**src/rtl/pd_seq_pkg.sv**
```systemverilog
package pd_seq_pkg;

  typedef enum logic [2:0] {
    MD_IDLE     = 3'd0,
    MD_DETECT   = 3'd1,
    MD_CLASSIFY = 3'd2,
    MD_MARK     = 3'd3,
    MD_INRUSH   = 3'd4,
    MD_POWER    = 3'd5,
    MD_THERMAL  = 3'd6
  } pd_mode_e;

  localparam int VIN_LSB_MV = 250;

  // smallest code at or above a voltage
  function automatic int mv_ceil(input int mv);
    return (mv + VIN_LSB_MV - 1) / VIN_LSB_MV;
  endfunction

  // largest code at or below a voltage
  function automatic int mv_floor(input int mv);
    return mv / VIN_LSB_MV;
  endfunction

  localparam int DET_LO_CODE  = mv_ceil(1400);
  localparam int DET_HI_CODE  = mv_floor(10100);
  localparam int MARK_LO_CODE = mv_ceil(5200);
  localparam int MARK_HI_CODE = mv_floor(12500);
  localparam int CLS_LO_CODE  = mv_ceil(12600);
  localparam int CLS_HI_CODE  = mv_floor(20000);
  localparam int ON_CODE      = mv_ceil(35400);
  localparam int OFF_CODE     = mv_ceil(31000);
  localparam int ADP_LO_CODE  = DET_HI_CODE + 1;

  function automatic logic in_band(input int code, input int lo, input int hi);
    return (code >= lo) && (code <= hi);
  endfunction

  // mode chosen from voltage bands when not powered
  function automatic pd_mode_e band_mode(input logic det, input logic cls,
                                         input logic mark, input pd_mode_e cur);
    if (cls)
      return MD_CLASSIFY;
    else if (mark && (cur == MD_CLASSIFY || cur == MD_MARK))
      return MD_MARK;
    else if (det)
      return MD_DETECT;
    else
      return MD_IDLE;
  endfunction

endpackage

```
**src/rtl/pd_vin_decode.sv**
```systemverilog
module pd_vin_decode
  import pd_seq_pkg::*;
#(
  parameter int VW = 8
) (
  input  logic [VW-1:0] code_i,
  output logic          det_band_o,
  output logic          cls_band_o,
  output logic          mark_band_o,
  output logic          on_lvl_o,
  output logic          low_lvl_o,
  output logic          adp_band_o
);

  int code;
  assign code = int'(code_i);

  assign det_band_o  = in_band(code, DET_LO_CODE, DET_HI_CODE);
  assign cls_band_o  = in_band(code, CLS_LO_CODE, CLS_HI_CODE);
  assign mark_band_o = in_band(code, MARK_LO_CODE, MARK_HI_CODE);
  assign on_lvl_o    = code >= ON_CODE;
  assign low_lvl_o   = code < OFF_CODE;
  assign adp_band_o  = code >= ADP_LO_CODE;

endmodule

```
**src/rtl/pd_cycle_timer.sv**
```systemverilog
module pd_cycle_timer #(
  parameter int unsigned LIMIT = 16
) (
  input  logic clk,
  input  logic rst_n,
  input  logic clear_i,
  input  logic run_i,
  output logic done_o
);

  localparam int CW = $clog2(LIMIT + 1);

  logic [CW-1:0] cnt_q;

  assign done_o = (cnt_q == CW'(LIMIT));

  always_ff @(posedge clk) begin
    if (!rst_n || clear_i)
      cnt_q <= '0;
    else if (run_i && !done_o)
      cnt_q <= cnt_q + 1'b1;
  end

endmodule

```
**src/rtl/pd_power_sequencer.sv**
```systemverilog
module pd_power_sequencer
  import pd_seq_pkg::*;
#(
  parameter int          VW           = 8,
  parameter int unsigned TDELAY_CYC   = 24_000_000,
  parameter int unsigned DEGLITCH_CYC = 7_500
) (
  input  logic          clk,
  input  logic          rst_n,
  input  logic [VW-1:0] vin_code_i,
  input  logic          sw_full_i,
  input  logic          ot_trip_i,
  input  logic          ot_clear_i,
  input  logic          wall_i,
  output logic [2:0]    mode_o,
  output logic          sig_pd_o,
  output logic          cls_en_o,
  output logic          sw_en_o,
  output logic          lim_norm_o,
  output logic          pg_sink_o
);

  logic det_band, cls_band, mark_band, on_lvl, low_lvl, adp_band;

  pd_vin_decode #(.VW(VW)) u_dec (
    .code_i      (vin_code_i),
    .det_band_o  (det_band),
    .cls_band_o  (cls_band),
    .mark_band_o (mark_band),
    .on_lvl_o    (on_lvl),
    .low_lvl_o   (low_lvl),
    .adp_band_o  (adp_band)
  );

  pd_mode_e mode_q, mode_d;
  logic     lim_q, lim_d;

  // named internal events
  logic pwr_fam, in_inrush, dg_run, dg_done, dg_expired, pg_done, wall_gate;

  assign pwr_fam   = (mode_q == MD_INRUSH) || (mode_q == MD_POWER) || (mode_q == MD_THERMAL);
  assign in_inrush = (mode_q == MD_INRUSH);
  assign dg_run    = pwr_fam && low_lvl;
  assign wall_gate = wall_i && adp_band;

  pd_cycle_timer #(.LIMIT(DEGLITCH_CYC)) u_dg_tmr (
    .clk     (clk),
    .rst_n   (rst_n),
    .clear_i (!dg_run),
    .run_i   (dg_run),
    .done_o  (dg_done)
  );

  pd_cycle_timer #(.LIMIT(TDELAY_CYC)) u_pg_tmr (
    .clk     (clk),
    .rst_n   (rst_n),
    .clear_i (!in_inrush),
    .run_i   (in_inrush),
    .done_o  (pg_done)
  );

  assign dg_expired = dg_run && dg_done;

  always_comb begin
    mode_d = mode_q;
    if (pwr_fam) begin
      if (dg_expired)
        mode_d = band_mode(det_band, cls_band, mark_band, MD_IDLE);
      else if (mode_q != MD_THERMAL && ot_trip_i)
        mode_d = MD_THERMAL;
      else if (mode_q == MD_THERMAL && ot_clear_i)
        mode_d = MD_INRUSH;
      else if (in_inrush && pg_done && sw_full_i)
        mode_d = MD_POWER;
    end else if (on_lvl) begin
      mode_d = MD_INRUSH;
    end else begin
      mode_d = band_mode(det_band, cls_band, mark_band, mode_q);
    end
  end

  always_comb begin
    lim_d = ((mode_d == MD_INRUSH) || (mode_d == MD_POWER)) &&
            (lim_q || (in_inrush && sw_full_i));
  end

  always_ff @(posedge clk) begin
    if (!rst_n) begin
      mode_q <= MD_IDLE;
      lim_q  <= 1'b0;
    end else begin
      mode_q <= mode_d;
      lim_q  <= lim_d;
    end
  end

  assign mode_o     = mode_q;
  assign sig_pd_o   = (mode_q == MD_DETECT);
  assign cls_en_o   = (mode_q == MD_CLASSIFY) && !wall_gate;
  assign sw_en_o    = ((mode_q == MD_INRUSH) || (mode_q == MD_POWER)) && !wall_gate;
  assign lim_norm_o = lim_q;
  assign pg_sink_o  = (mode_q == MD_INRUSH) || (mode_q == MD_THERMAL);


  cls_sw_excl_chk: assert property (@(posedge clk) disable iff (!rst_n)
    !(cls_en_o && sw_en_o));


  sig_range_chk: assert property (@(posedge clk) disable iff (!rst_n)
    sig_pd_o |-> $past(det_band));


  pg_exit_chk: assert property (@(posedge clk) disable iff (!rst_n)
    (mode_q == MD_POWER && $past(mode_q) == MD_INRUSH) |-> ($past(pg_done) && $past(sw_full_i)));


  uvlo_exit_chk: assert property (@(posedge clk) disable iff (!rst_n)
    ($past(pwr_fam) && !pwr_fam) |-> $past(dg_expired));


  hot_off_chk: assert property (@(posedge clk) disable iff (!rst_n)
    (mode_q == MD_THERMAL) |-> (!sw_en_o && pg_sink_o));


  lim_mode_chk: assert property (@(posedge clk) disable iff (!rst_n)
    $rose(lim_norm_o) |-> $past(sw_full_i));

endmodule

```
**config.mk**
```make
export PLATFORM = sky130hd
export DESIGN_NAME = pd_power_sequencer
export DESIGN_NICKNAME = d
export VERILOG_FILES = /design/src/rtl/pd_seq_pkg.sv /design/src/rtl/pd_vin_decode.sv /design/src/rtl/pd_cycle_timer.sv /design/src/rtl/pd_power_sequencer.sv
export SDC_FILE = /design/constraint.sdc
export NUM_CORES = 1
export LEC_CHECK = 0
export ABC_AREA = 1
export BUFFER_PORTS_ARGS = -buffer_cell sky130_fd_sc_hd__buf_2
export CAP_MARGIN = 40
export CORE_MARGIN = 3
export CORE_UTILIZATION = 50
export DETAILED_ROUTE_END_ITERATION = 8
export PLACE_DENSITY = 0.7
export SYNTH_ARGS = -nofsm -noshare
export SYNTH_HDL_FRONTEND = slang
export SYNTH_HIERARCHICAL = 1
export SYNTH_SLANG_ARGS = --single-unit
```
**constraint.sdc**
```tcl
create_clock -name clk -period 1.95 [get_ports clk]
set_input_delay 0.195 -clock clk [delete_from_list [all_inputs] [get_ports clk]]
set_output_delay 0.195 -clock clk [all_outputs]
set_load 0.1 [all_outputs]
```
==> impl_metrics.json, run 1 <==
{
  "outcome": "completed",
  "share_of_the_synthesized_area_in_the_top_cell_type_pct": 27.4,
  "arrival_ps": 1950,
  "clock_latency_ps": 300,
  "globalRouteMet2Util_pct": 31.9,
  "fp.dieArea_sq_um": 7120,
  "nNetsFinal": 539,
  "largest_net_degree_at_the_start_of_global_routing": 26,
  "synthTopCellsByArea": "sky130_fd_sc_hd__dfxtp_1 27%, sky130_fd_sc_hd__nand2_1 18%, sky130_fd_sc_hd__nor2_1 10%, sky130_fd_sc_hd__inv_1 6.4%, sky130_fd_sc_hd__nand3_1 5.2%",
  "route.vias.total": 2986,
  "drt_pass1_iterations": 4,
  "rows": 27,
  "mappedNetlistNets": 512,
  "gr-usage-met3_pct": 3.04,
  "worst_clock_skew_ps": 6.37,
  "post_cts_buffers": 0,
  "cts_root_buf": "sky130_fd_sc_hd__clkbuf_8",
  "areaGrowthSynthToFinish_pct": 10.3,
  "cts_htree_levels": 2,
  "place_congestion": 0.922,
  "via_count_of_the_first_global_routing_pass": 2730,
  "wl_um": 6810,
  "slew_headroom_pct": 67.6,
  "final.setup.tns_ps": 0,
  "tightestPinTransition_ps": 489,
  "cts_num_sinks": 42,
  "grtUsageTotal_pct": 20.2,
  "initial_core_utilization_pct": 53.8,
  "slowest_delay_ps": 340,
  "first_pass_grt_wire_length_um": 12200,
  "drv.max_cap_violation_count": 0,
  "power.density_cell_area_nw_per_um2": 514,
  "cp_top_delay_family": "simple AND/OR/NAND/NOR gates",
  "die_width_um": 84.4,
  "cp_max_fo": 4,
  "synth_seq_cells": 42,
  "critPathKind": "flip-flop to flip-flop",
  "die_h_um": 84.4,
  "ios": 22,
  "peakVddDrop_mv": 0.369,
  "total_leakage_power_nw": 1.25,
  "synthCells": 494,
  "numPortBuffers": 21,
  "hold_violations": 0,
  "final_cell_mix": "145 x sky130_fd_sc_hd__nand2_1, 84 x sky130_fd_sc_hd__nor2_1, 52 x sky130_fd_sc_hd__inv_1, 39 x sky130_fd_sc_hd__dfxtp_1, 32 x sky130_fd_sc_hd__nand3_1",
  "cts-buffers-inserted": 5,
  "cts.repair.resized": 0,
  "initialDrtViolationCount": 205,
  "detail_routed_net_length_per_standard_cell_um": 11.5,
  "final-max-slew-violation-count": 0,
  "cts_tree": "yes",
  "ys.warnings.count": 6,
  "postSynthAreaPerCell_sq_um": 6.22,
  "drive_gt1_share_pct": 16.7,
  "rsz0062_at_grt": "false",
  "gr-usage-met1_pct": 28.9,
  "antenna_violating_nets_post_route": 0,
  "crit_path_top_delay_cell": "sky130_fd_sc_hd__dfxtp_1",
  "path_clk_slew_ps": 70,
  "report.final.setup_viol": 0,
  "clk_path_buf_depth": 2,
  "hpwl_after_detailed_placement_um": 5160,
  "synth.distinct_cells": 37,
  "overflow": 0,
  "worst_path_required_ps": 2140,
  "layout_worst_path_cycle_share_pct": 90.4,
  "synth.cell_area_sq_um": 3070,
  "bufs_and_invs_on_worst_path": 2,
  "vias_per_cell": 5.03,
  "path_cells": "inv_1 -> ha_1 -> nand2_1 -> nor2_1 -> nor4b_1 -> buf_4 -> nand3_2 -> nor3b_2 -> o21ai_1 -> nor2_2",
  "synth.yosys.seq_area_share_pct": 27.4,
  "antenna_found_initial": 0,
  "timing.final.crit_period_ps": 1760,
  "fin_util_pct": 59.3,
  "antennaDiodeCount": 0,
  "min_path_type": "input pin to flip-flop",
  "post-route-drc-count": 0,
  "post-synth-top-area-cell": "sky130_fd_sc_hd__dfxtp_1",
  "maxClockFrequency_ghz": 0.567,
  "cts_hold_repair.buffers": 0,
  "setup.worst_path.start_class": "flip-flop",
  "setup.worst_path.end_class": "flip-flop",
  "core_area_sq_um": 5710,
  "final_common_cell": "sky130_fd_sc_hd__nand2_1",
  "grt-busiest-layer": "met2"
}
## state kept, by name, indices dropped and copies added, names as in the netlist
signal,count
u_pg_tmr/cnt_q,25
u_dg_tmr/cnt_q,13
lim_norm_o,1
mode_o,3
## cell families (layout without fill, tap and decap cells)
kind of cell / after synthesis / in the layout / share of synthesized area (%)
DFF: 42 / 42 / 27.4
buffers and inverters: 66 / 94 / 9.81
and+or+nand+nor: 322 / 322 / 48.0
xor gates and xnor gates: 17 / 17 / 4.85
AOI/OAI and AO/OA: 43 / 43 / 8.39
adders and majority gates: 4 / 4 / 1.63
## power breakdown
group	switching, W	internal [W]
Sequential	0.0000144	0.000864
Combinational	0.000212	0.0000698
Clock	0.000295	0.000286
## worst register-to-register path, stage by stage (launching register included)
cell,delay [ps]
sky130_fd_sc_hd__dfxtp_1,340
sky130_fd_sc_hd__inv_1,100
sky130_fd_sc_hd__ha_1,150
sky130_fd_sc_hd__nand2_1,50
sky130_fd_sc_hd__nor2_1,140
sky130_fd_sc_hd__nor4b_1,300
sky130_fd_sc_hd__buf_4,190
sky130_fd_sc_hd__nand3_2,90
sky130_fd_sc_hd__nor3b_2,170
sky130_fd_sc_hd__o21ai_1,90
sky130_fd_sc_hd__nor2_2,40
## worst paths after layout
| check | cells past startpoint | slack [ps] | startpoint | end |
|---|---|---|---|---|
| max | 10 | 190 | u_dg_tmr/cnt_q[0] | lim_norm_o |
| min | 3 | 210 | rst_n | mode_o[1] |
| min reg2reg | 2 | 530 | u_pg_tmr/cnt_q[24] | u_pg_tmr/cnt_q[24] |
| max reg2reg | 10 | 190 | u_dg_tmr/cnt_q[0] | lim_norm_o |
## cell type report
class,count,area (sq um)
repair buffers,27,165
fillers,561,2320
flip-flops and latches,42,847
multi-input cells,386,1970
well taps,72,90.1
inverters,59,225
clock inverters,1,5.00
clock buffers,7,86.3
## synthesized netlist by cell type, drive strengths merged
cell and n:
nand3b 2, nor4 2, dfxtp 42, inv 56
clkbuf 1, nor3b 1, clkinv 3, xnor2 6
ha 4, and2 1, buf 6, a31oi 2
o21bai 1, nor3 4, nand2 157, a21oi 29
nand4 18, nor2 98, nand3 38, xor2 11
o21ai 11, nor4b 1
## layer usage
layer / vias up / wire length (um)
met3: 5 / 283
met4: 0 / 65
li1: 1615 / -
met5: - / 0
met1: 1316 / 3650
met2: 50 / 2810
## stage by stage
step | cell area, sq um | worst slack (ps) | power [W] | hold WS (ps) | std cells
3_5_place_dp | 3300 | 202 | 0.00118 | 506 | 586
2_1_floorplan | 3120 | -88.0 | 0.00113 | 356 | 494
6_report | 3390 | 188 | 0.00174 | 208 | 594
5_1_grt | 3390 | 13.6 | 0.00183 | 206 | 594
4_1_cts | 3390 | 178 | 0.00176 | 195 | 594
3_3_place_gp | 3300 | 219 | 0.00118 | 497 | 586
(Power assumes the default switching activity.)
==> inputs of run 2 (changes only) <==
--- a/config.mk
+++ b/config.mk
@@ -8,6 +8,7 @@
 export ABC_AREA = 1
 export BUFFER_PORTS_ARGS = -buffer_cell sky130_fd_sc_hd__buf_2
 export CAP_MARGIN = 40
+export CORE_ASPECT_RATIO = 0.9
 export CORE_MARGIN = 3
 export CORE_UTILIZATION = 50
 export DETAILED_ROUTE_END_ITERATION = 8
==> run 2 against run 1 <==
  * Register-to-register slack improved by 70 ps
  * Via count rose by 2.0%
  * Die area barely moved
  * Routed wire length rose by 1.6%
  * Combinational power barely moved
  * Highest routed layer unchanged
  * Total power rose by 3.4%
  * Largest power group unchanged
  * Flip-flop and latch count did not move
==> impl_metrics.json, run 2 (same netlist as run 1, synthesis figures left out) <==
{
  "outcome": "completed",
  "cp_max_fo": 4,
  "hpwl_after_detailed_placement_um": 5180,
  "overflow": 0,
  "cts.repair.resized": 0,
  "drv.max_cap_violation_count": 0,
  "die_h_um": 80.4,
  "final.setup.worst_slack_ps": 255,
  "grtUsageTotal_pct": 21.3,
  "timing.rr.start": "u_dg_tmr/cnt_q[0]",
  "final.setup.tns_ps": 0,
  "combPwrFrac_pct": 15.7,
  "post_cts_buffers": 0,
  "cts_num_sinks": 42,
  "cts-buffers-inserted": 5,
  "nNetsFinal": 539,
  "gr-usage-met3_pct": 3.59,
  "timing.final.crit_period_ps": 1690,
  "areaGrowthSynthToFinish_pct": 10.7,
  "report.final.setup_viol": 0,
  "post-route-drc-count": 0,
  "fin_util_pct": 58.4,
  "power_frac_clock_pct": 35.5,
  "die_width_um": 88.6,
  "power.switching_fraction_pct": 29.6,
  "top_register": "u_pg_tmr/cnt_q",
  "slew_headroom_pct": 67.8,
  "layout_worst_path_cycle_share_pct": 86.9,
  "rows": 26,
  "critical_path.startpoint": "u_dg_tmr/cnt_q[0]",
  "placed_cells": 584,
  "slowest_delay_ps": 340,
  "grt-busiest-layer": "met1",
  "critical_path_depth": 10,
  "sequentialPowerShare_pct": 48.9,
  "rsz0062_at_grt": "false",
  "initial_core_utilization_pct": 52.8,
  "vias_per_cell": 5.15,
  "largest_register_ffs": 25,
  "via_count_of_the_first_global_routing_pass": 2732,
  "fp.dieArea_sq_um": 7120,
  "worst_clock_skew_ps": 9.65,
  "setup.worst_path.end_class": "flip-flop",
  "clk_path_buf_depth": 2,
  "multi_input_logic_area_sq_um": 1980,
  "bufs_and_invs_on_worst_path": 2,
  "crit_path_top_delay_cell": "sky130_fd_sc_hd__dfxtp_1",
  "largest_net_degree_at_the_start_of_global_routing": 26,
  "final-max-slew-violation-count": 0,
  "min_path_type": "input pin to flip-flop",
  "route.vias.total": 3047,
  "final_common_cell": "sky130_fd_sc_hd__nand2_1",
  "antenna_found_initial": 0,
  "path_clk_slew_ps": 80,
  "net-switching-power_w": 0.000532,
  "first_pass_grt_wire_length_um": 12200,
  "globalRouteMet2Util_pct": 30.5,
  "regArea_sq_um": 847,
  "peakVddDrop_mv": 0.477,
  "power.density_cell_area_nw_per_um2": 529,
  "detail_routed_net_length_per_standard_cell_um": 11.7,
  "arrival_ps": 1900,
  "drt_pass1_iterations": 4,
  "maxClockFrequency_ghz": 0.590,
  "worstSetupEndpoint": "lim_norm_o",
  "num-fill-cells": 565,
  "pre_cts_ws_ps": 176,
  "final_cell_mix": "145 x sky130_fd_sc_hd__nand2_1, 84 x sky130_fd_sc_hd__nor2_1, 52 x sky130_fd_sc_hd__inv_1, 39 x sky130_fd_sc_hd__dfxtp_1, 32 x sky130_fd_sc_hd__nand3_1",
  "reg2regPathDepth": 10,
  "worst_path_required_ps": 2150,
  "cts_tree": "yes",
  "initialDrtViolationCount": 171,
  "setup.worst_path.start_class": "flip-flop",
  "hold_violations": 0,
  "internal_power_w": 0.00127,
  "tightestPinTransition_ps": 487,
  "instances_no_fill": 592,
  "critPathKind": "flip-flop to flip-flop",
  "drive_gt1_share_pct": 16.7,
  "numPortBuffers": 21,
  "place_congestion": 0.958,
  "cts_htree_levels": 2,
  "critical_path.reg2reg.endpoint": "lim_norm_o",
  "gr-usage-met1_pct": 31.8,
  "cts_root_buf": "sky130_fd_sc_hd__clkbuf_8",
  "core_area_sq_um": 5820,
  "total_leakage_power_nw": 1.25,
  "path_cells": "inv_1 -> ha_1 -> nand2_1 -> nor2_1 -> nor4b_2 -> buf_4 -> nand3_2 -> nor3b_2 -> o21ai_1 -> nor2_2",
  "antennaDiodeCount": 0,
  "antenna_violating_nets_post_route": 0,
  "cts_hold_repair.buffers": 0,
  "wl_um": 6920,
  "r2r_slack_ps": 260,
  "cp_top_delay_family": "simple AND/OR/NAND/NOR gates",
  "clock_latency_ps": 300,
  "ios": 22
}
-- run 2: cell count changes in the layout (fill, tap and decap cells not counted) --
cell / previous run / this run
sky130_fd_sc_hd__clkbuf_1: 1 / 2
sky130_fd_sc_hd__clkbuf_16: 0 / 1
sky130_fd_sc_hd__clkbuf_8: 6 / 5
sky130_fd_sc_hd__clkinv_2: 2 / 1
sky130_fd_sc_hd__nor4b_1: 1 / 0
sky130_fd_sc_hd__nor4b_2: 0 / 1
-- run 2: routing by layer --
metal | wire [um] | share of wire [%]
met3 | 369 | 5.3
met1 | 3650 | 53
met4 | 27 | 0.39
met2 | 2870 | 42
met5 | 0 | 0
-- run 2: worst min path at each step --
stage,from,to,slack (ps),cells after the start
finish,rst_n,mode_o[1],190,3
global route,rst_n,mode_o[1],210,3
CTS,rst_n,mode_o[1],190,3
detailed placement,u_pg_tmr/cnt_q[12],u_pg_tmr/cnt_q[12],510,2
global placement,lim_norm_o,lim_norm_o,500,2
floorplan,rst_n,mode_o[0],360,2
-- run 2: area by class of cell --
cell class              count  area share, %
clock buffers               8           2.98
multi-input cells         386           58.1
repair buffers             27           4.85
well taps                  70           2.57
flip-flops and latches     42           24.9
inverters                  59           6.62
-- run 2: stage by stage --
step | total power [W] | hold slack, ps | area (sq um)
after floorplan | 0.00113 | 356 | 3120
after global routing | 0.00189 | 214 | 3400
after detailed placement | 0.00118 | 507 | 3290
final | 0.00180 | 194 | 3400
after global placement | 0.00118 | 504 | 3290
after CTS | 0.00183 | 187 | 3400
-- run 2: power by group through the flow --
stage | Sequential [W] | Combinational, W | Clock [W]
floorplan | 0.000930 | 0.000196 | 0
global placement | 0.000899 | 0.000280 | 0
detailed placement | 0.000898 | 0.000281 | 0
CTS | 0.000879 | 0.000282 | 0.000668
global route | 0.000880 | 0.000307 | 0.000699
finish | 0.000879 | 0.000281 | 0.000638
-- run 2: tightest hold or removal path: cells and delay by family --
| kind | cells | cell delay [ps] |
|---|---|---|
| compound gates | 1 | 50 |
| buf+inv | 2 | 220 |
==> inputs of run 3 (changes only) <==
--- a/config.mk
+++ b/config.mk
@@ -12,6 +12,7 @@
 export CORE_MARGIN = 3
 export CORE_UTILIZATION = 50
 export DETAILED_ROUTE_END_ITERATION = 8
+export MAX_ROUTING_LAYER = met4
 export PLACE_DENSITY = 0.7
 export SYNTH_ARGS = -nofsm -noshare
 export SYNTH_HDL_FRONTEND = slang
==> run 3 against run 2 <==
  * Flip-flop and latch count unchanged
  * Critical endpoint unchanged
  * Total power barely moved
  * Critical path type unchanged
  * Highest routed layer unchanged
  * Clock power hardly changed
  * Hold slack lost 1.2 ps
  * Routed wire length rose by 0.12%
==> impl_metrics.json, run 3 (same netlist as run 1, synthesis figures left out) <==
{
  "outcome": "completed",
  "net-switching-power_w": 0.000534,
  "tightestPinTransition_ps": 487,
  "power.switching_fraction_pct": 29.7,
  "report.final.setup_viol": 0,
  "top_register": "u_pg_tmr/cnt_q",
  "wl_um": 6920,
  "setup.worst_path.end_class": "flip-flop",
  "placed_cells": 584,
  "vias_per_cell": 5.16,
  "antennaDiodeCount": 0,
  "die_width_um": 88.6,
  "drive_gt1_share_pct": 16.7,
  "first_pass_grt_wire_length_um": 12200,
  "power.density_cell_area_nw_per_um2": 529,
  "detail_routed_net_length_per_standard_cell_um": 11.7,
  "hpwl_after_detailed_placement_um": 5180,
  "drv.max_cap_violation_count": 0,
  "grtUsageTotal_pct": 21.8,
  "die_h_um": 80.4,
  "ios": 22,
  "pre_cts_ws_ps": 176,
  "arrival_ps": 1900,
  "regArea_sq_um": 847,
  "num-fill-cells": 565,
  "final.setup.worst_slack_ps": 253,
  "worst_clock_skew_ps": 9.57,
  "clock_latency_ps": 300,
  "rsz0062_at_grt": "false",
  "numPortBuffers": 21,
  "layout_worst_path_cycle_share_pct": 87.0,
  "cts_hold_repair.buffers": 0,
  "cts_htree_levels": 2,
  "slowest_delay_ps": 340,
  "post-route-drc-count": 0,
  "hold_slack_ps": 193,
  "cp_max_fo": 4,
  "sequentialPowerShare_pct": 48.8,
  "min_path_type": "input pin to flip-flop",
  "cts_tree": "yes",
  "path_cells": "inv_1 -> ha_1 -> nand2_1 -> nor2_1 -> nor4b_2 -> buf_4 -> nand3_2 -> nor3b_2 -> o21ai_1 -> nor2_2",
  "instances_no_fill": 592,
  "final.setup.tns_ps": 0,
  "drt_pass1_iterations": 4,
  "total_leakage_power_nw": 1.25,
  "timing.final.crit_period_ps": 1700,
  "setup.worst_path.start_class": "flip-flop",
  "slew_headroom_pct": 67.8,
  "combPwrFrac_pct": 15.6,
  "path_clk_slew_ps": 80,
  "route.vias.total": 3055,
  "areaGrowthSynthToFinish_pct": 10.7,
  "cts_root_buf": "sky130_fd_sc_hd__clkbuf_8",
  "cts_num_sinks": 42,
  "maxClockFrequency_ghz": 0.589,
  "overflow": 0,
  "final-max-slew-violation-count": 0,
  "worst_path_required_ps": 2160,
  "via_count_of_the_first_global_routing_pass": 2735,
  "largest_net_degree_at_the_start_of_global_routing": 26,
  "cts-buffers-inserted": 5,
  "final_cell_mix": "145 x sky130_fd_sc_hd__nand2_1, 84 x sky130_fd_sc_hd__nor2_1, 52 x sky130_fd_sc_hd__inv_1, 39 x sky130_fd_sc_hd__dfxtp_1, 32 x sky130_fd_sc_hd__nand3_1",
  "critPathKind": "flip-flop to flip-flop",
  "antenna_found_initial": 0,
  "antenna_violating_nets_post_route": 0,
  "largest_register_ffs": 25,
  "multi_input_logic_area_sq_um": 1980,
  "rows": 26,
  "core_area_sq_um": 5820,
  "crit_path_top_delay_cell": "sky130_fd_sc_hd__dfxtp_1",
  "internal_power_w": 0.00127,
  "initial_core_utilization_pct": 52.8,
  "fp.dieArea_sq_um": 7120,
  "power_frac_clock_pct": 35.5,
  "place_congestion": 0.976,
  "peakVddDrop_mv": 0.477,
  "final_common_cell": "sky130_fd_sc_hd__nand2_1",
  "initialDrtViolationCount": 186,
  "clk_path_buf_depth": 2,
  "design_area_sq_um": 3400,
  "nNetsFinal": 539,
  "hold_violations": 0,
  "placed_cell_area_sq_um": 3290
}
[run 3: cell counts in the layout (fill, tap and decap cells not counted)]
No cell type changed its count.
[run 3: routing by layer]
layer	vias to the layer above	global-route usage (%)	share of wire (%)
met5	-	-	0
met2	72	30.5	41
li1	1614	-	-
met3	9	3.38	4.8
met4	0	6.95	1.1
met1	1360	31.9	53
[run 3: worst paths after layout]
kind | from | end | slack (ps) | depth (start not counted)
max reg2reg | u_dg_tmr/cnt_q[0] | lim_norm_o | 250 | 10
min reg2reg | u_pg_tmr/cnt_q[12] | u_pg_tmr/cnt_q[12] | 520 | 2
max | u_dg_tmr/cnt_q[0] | lim_norm_o | 250 | 10
min | rst_n | mode_o[1] | 190 | 3
[run 3: worst max-delay path: cells and delay by family (launching register included)]
kind | cells | cell delay, ps
AOI/OAI and AO/OA | 1 | 90
and+or+nand+nor | 6 | 750
adders and majority gates | 1 | 150
buffers and inverters | 2 | 270
DFF | 1 | 340
[run 3: what timing repair did]
action,CTS,global route
endpoints found under the setup margin,0,2
resized for setup,0,1
buffers inserted,0,0
[run 3: per-stage QoR]
step           utilization, %  power [W]
2_1_floorplan               -    0.00113
3_3_place_gp             56.6    0.00118
3_5_place_dp             56.6    0.00118
4_1_cts                  58.3    0.00183
5_1_grt                  58.4    0.00189
6_report                 58.4    0.00180
[run 3: power by group through the flow]
| stage | combinational, W | sequential [W] | clock [W] |
|---|---|---|---|
| after global placement | 0.000280 | 0.000899 | 0 |
| after floorplan | 0.000196 | 0.000930 | 0 |
| after detailed placement | 0.000281 | 0.000898 | 0 |
| final | 0.000281 | 0.000879 | 0.000639 |
| after global routing | 0.000307 | 0.000880 | 0.000699 |
| after CTS | 0.000282 | 0.000879 | 0.000668 |
[run 3: final cells by class]
type / instances / share of cell area (%)
inverter: 59 / 6.62
clock buffer: 8 / 2.98
sequential: 42 / 24.9
tap: 70 / 2.57
multi-input combinational: 386 / 58.1
timing repair buffer: 27 / 4.85
